**src/rtl/gob_addr_pkg.sv**
```systemverilog
package gob_addr_pkg;
  localparam int unsigned GOB_BYTES_LOG2 = 9;
  localparam int unsigned GOB_W_LOG2     = 6;
  localparam int unsigned GOB_H_LOG2     = 3;
  localparam int unsigned MAX_LOG2H      = 5;

  // Interleave a 2-bit sector column and a 2-bit sector row; column bits take the lower slot
  function automatic logic [3:0] morton2(input logic [1:0] col, input logic [1:0] row);
    return {row[1], col[1], row[0], col[0]};
  endfunction

  // Byte offset inside one 512-byte tile
  function automatic logic [8:0] in_tile(input logic [5:0] x, input logic [2:0] y);
    return {morton2(x[5:4], y[2:1]), y[0], x[3:0]};
  endfunction
endpackage

```
**src/rtl/gob_swizzle.sv**
```systemverilog
module gob_swizzle
  import gob_addr_pkg::*;
(
  input  logic [5:0] lx,
  input  logic [2:0] ly,
  output logic [8:0] tile_off
);
  always_comb tile_off = in_tile(lx, ly);
endmodule

```
**src/rtl/block_place.sv**
```systemverilog
module block_place #(
  parameter int unsigned XW = 16,
  parameter int unsigned YW = 16,
  parameter int unsigned WW = 10,
  parameter int unsigned OW = 40
) (
  input  logic [XW-1:0] px,
  input  logic [YW-1:0] py,
  input  logic [WW-1:0] wblk,
  input  logic [2:0]    log2h,
  output logic [OW-1:0] base_off
);
  import gob_addr_pkg::*;
  logic [YW-1:0] gob_row, gmask, gob_in_blk, blk_row;
  logic [XW-1:0] blk_col;
  logic [OW-1:0] blk_idx;

  always_comb begin
    gob_row    = py >> GOB_H_LOG2;
    gmask      = (YW'(1) << log2h) - YW'(1);
    gob_in_blk = gob_row & gmask;
    blk_row    = gob_row >> log2h;
    blk_col    = px >> GOB_W_LOG2;
    blk_idx    = OW'(blk_row) * OW'(wblk) + OW'(blk_col);
    base_off   = (blk_idx << (GOB_BYTES_LOG2 + 32'(log2h)))
               + (OW'(gob_in_blk) << GOB_BYTES_LOG2);
  end
endmodule

```
**src/rtl/gob_addr_gen.sv**
```systemverilog
module gob_addr_gen #(
  parameter int unsigned XW = 16,
  parameter int unsigned YW = 16,
  parameter int unsigned WW = 10,
  parameter int unsigned OW = 40
) (
  input  logic          clk,
  input  logic          rst,
  input  logic          in_valid,
  output logic          in_ready,
  input  logic [XW-1:0] in_x,
  input  logic [YW-1:0] in_y,
  input  logic [WW-1:0] in_wblk,
  input  logic [2:0]    in_log2h,
  output logic          out_valid,
  output logic          out_err,
  output logic [OW-1:0] out_offset
);
  import gob_addr_pkg::*;
  logic [8:0]    tile_off;
  logic [OW-1:0] base_off;
  logic          fire, bad_h;

  assign fire  = in_valid & in_ready;
  assign bad_h = in_log2h > 3'(MAX_LOG2H);

  gob_swizzle u_swz (.lx(in_x[5:0]), .ly(in_y[2:0]), .tile_off(tile_off));

  block_place #(.XW(XW), .YW(YW), .WW(WW), .OW(OW)) u_place (
    .px(in_x), .py(in_y), .wblk(in_wblk), .log2h(in_log2h), .base_off(base_off)
  );

  always_ff @(posedge clk) begin
    if (rst) begin
      in_ready   <= 1'b0;
      out_valid  <= 1'b0;
      out_err    <= 1'b0;
      out_offset <= '0;
    end else begin
      in_ready  <= 1'b1;
      out_valid <= fire;
      if (fire) begin
        out_err    <= bad_h;
        out_offset <= bad_h ? '0 : (base_off | OW'(tile_off));
      end
    end
  end
endmodule

```
**config.mk**
```make
export PLATFORM = sky130hd
export DESIGN_NAME = gob_addr_gen
export DESIGN_NICKNAME = d
export VERILOG_FILES = /design/src/rtl/gob_addr_pkg.sv /design/src/rtl/gob_swizzle.sv /design/src/rtl/block_place.sv /design/src/rtl/gob_addr_gen.sv
export SDC_FILE = /design/constraint.sdc
export NUM_CORES = 1
export LEC_CHECK = 0
export BUFFER_PORTS_ARGS = -buffer_cell sky130_fd_sc_hd__buf_2
export CORE_MARGIN = 4
export CORE_UTILIZATION = 63
export CTS_CLUSTER_SIZE = 12
export DETAILED_ROUTE_END_ITERATION = 8
export GPL_TIMING_DRIVEN = 0
export MAX_ROUTING_LAYER = met4
export PLACE_DENSITY = 0.84
export SYNTH_ARGS = -nofsm -noshare
export SYNTH_HDL_FRONTEND = slang
export SYNTH_SLANG_ARGS = --single-unit
```
**constraint.sdc**
```tcl
create_clock -name clk -period 12 [get_ports clk]
set_input_delay 0.6 -clock clk [delete_from_list [all_inputs] [get_ports clk]]
set_output_delay 0.6 -clock clk [all_outputs]
set_load 0.01 [all_outputs]
```
==> flow_summary.json <==
{
  "htree_levels": 2,
  "drt_wl_total_um": 35540,
  "worstPathRequired_ns": 12.17,
  "core_area_um2": 16520,
  "min_period_over_period": 0.9668,
  "worst_pin_slew_ns": 1.342,
  "max_freq_mhz": 86.20,
  "via_per_inst": 6.498,
  "startpoint": "in_log2h[0]",
  "end_kind": "register",
  "synth.area.mux_share": 0.05057,
  "rr_endpoint": "out_offset[39]",
  "fp.dieH_um": 137.8,
  "report.final.slew_viol_count": 0,
  "finalSetupViolCount": 0,
  "skew_ns": 0.005216,
  "cp.arrival_ns": 11.77,
  "cts_tree": "built",
  "min_period_ns": 11.60,
  "synth_seq_area_share": 0.08109,
  "drive_gt1_frac": 0.1266,
  "clkSlewWorstSetupHoldPaths_ns": 0.06,
  "avgSynthCellArea_um2": 7.620,
  "drc": 0,
  "cts_buffers": 5,
  "startpoint_type": "input port",
  "cts.sinks": 43,
  "synth_top_family_by_area": "adder cells",
  "dp_hpwl_um": 28730,
  "dieArea_um2": 18990,
  "synth-main-ff-cell": "dfxtp_1",
  "synth_fa_ha_area_frac": 0.2909,
  "grt_start_max_net_pins": 20,
  "synthCells": 1393,
  "min_path_cells": 2,
  "synth_xor_xnor_area_share": 0.03383,
  "crit_fanout": 19,
  "start_util": 0.6424,
  "critPathKind": "in2reg",
  "clock_latency_ns": 0.29,
  "mostFrequentLayoutCells": "nand2_1, inv_1, buf_2",
  "synth_edf_count": 0,
  "relSlewSlack": 0.09869,
  "final_common_cell": "nand2_1",
  "yosysWarnings": 0,
  "hp-start": "out_offset[28]",
  "r2r_start": "in_ready",
  "area_growth_pct": 9.406,
  "synth.distinct_cells": 93,
  "dr_total_vias": 11140,
  "fin_nets": 1728,
  "track_usage": 0.3779,
  "yosys.area_share.simple": 0.2401,
  "grt_pass1_wl_um": 54780,
  "synth_nets": 1629,
  "status": "finished clean",
  "ys_seq_elements": 43,
  "antenna_found_initial": 0,
  "grt_pass1_vias": 10500,
  "ff2ff_path_depth": 6,
  "setup_tns_ns": 0,
  "ant_nets": 0,
  "cpPeakStageDelay_ns": 0.54,
  "wl_per_cell_um": 20.74,
  "synthArstFlopShare": 0,
  "crit_top_cell": "fa_1",
  "fp-row-count": 47,
  "die_x_um": 137.8,
  "hold_slack_ns": 0.4468,
  "holdPathEnd": "out_offset[28]",
  "critPathSlowestCell": "fa_1",
  "overflow": 0,
  "ios": 91,
  "clk_path_buf_depth": 2,
  "hp-class": "reg2reg",
  "gp_congestion": 1.041,
  "first_iter_violations": 1178,
  "r2r_slack_ns": 10.32,
  "place.port_buffers": 90,
  "drv_cap": 0,
  "root_buffer": "clkbuf_16",
  "hold_violations": 0,
  "cts_hold_buf": 0,
  "synthesis.area_um2": 10620,
  "synth_compound_area_frac": 0.2269,
  "drt_pass1_iterations": 6
}
==> layout make-up <==
class | count | area [um2]
multi-input combinational | 1142 | 8999
fill | 1341 | 4911
clock inverter | 2 | 60.06
antenna | 1 | 2.502
tap | 220 | 275.3
clock buffer | 6 | 128.9
inverter | 132 | 495.5
timing repair buffer | 93 | 469.2
sequential | 43 | 860.8
buffer | 75 | 322.8
==> metrics by stage <==
stage               area [um2]    util  setup WS (ns)  instances
detailed placement       11340  0.6865         -1.030       1704
global route             11610  0.7027       -0.03798       1713
global placement         11340  0.6863        -0.8612       1703
floorplan                10620       -          1.401       1393
CTS                      11550  0.6987         0.2718       1711
finish                   11610  0.7028         0.3984       1714
==> cell usage after synthesis (25+ instances only) <==
cell	instances	area [um2]
a21oi_1	82	410.4
and2_1	79	494.2
nor2_1	107	401.6
inv_1	130	488.0
nor3_1	33	165.2
dfxtp_1	43	860.8
o21ai_0	62	310.3
mux2i_1	27	270.3
ha_1	90	1126
nand2_1	196	735.7
xnor2_1	25	219.0
clkbuf_1	46	172.7
fa_1	98	1962
==> critical path, delay by kind of cell <==
family                     cells  cell delay [ns]
and+or+nand+nor                8             1.58
buffers and inverters         13             2.59
muxes                          4             1.38
AOI/OAI and AO/OA             11             2.38
adders and majority gates      7             3.20
==> state kept, by name, summed over array words and instances, names as in the netlist <==
signal / cells
out_offset: 40
in_ready: 1
out_err: 1
out_valid: 1
==> kinds of logic (layout without fill, tap and decap cells) <==
kind of cell,count (synthesis),count (layout)
buf+inv,208,308
mux,44,44
other cells,0,1
simple gates,529,529
xor+xnor,41,41
fa+ha+maj,188,188
flops,43,43
compound gates,340,340
==> metal layers <==
layer / part of all wire / global-route usage / vias up
met5: 0 / - / -
met4: 0.028 / 0.09221 / 0
met3: 0.12 / 0.08072 / 95
met2: 0.44 / 0.5670 / 718
met1: 0.41 / 0.5241 / 5304
li1: - / - / 5020
==> what timing repair did <==
action	4_1_cts	5_1_grt
endpoints found under the setup margin	19	14
gates resized for setup	6	11
cloned	0	0
setup buffers	0	2
==> how the worst max path moves through the flow <==
stage                                end  slack, ns  depth (start not counted)
after CTS                 out_offset[37]       0.27                         42
after floorplan           out_offset[38]       1.40                         41
after detailed placement  out_offset[39]      -1.03                         41
after global routing      out_offset[31]      -0.04                         43
after global placement    out_offset[38]      -0.86                         40
final                     out_offset[37]       0.40                         43
Power is not shown: default switching activity piles up to over one toggle a cycle in this logic, so the estimate is an artifact.
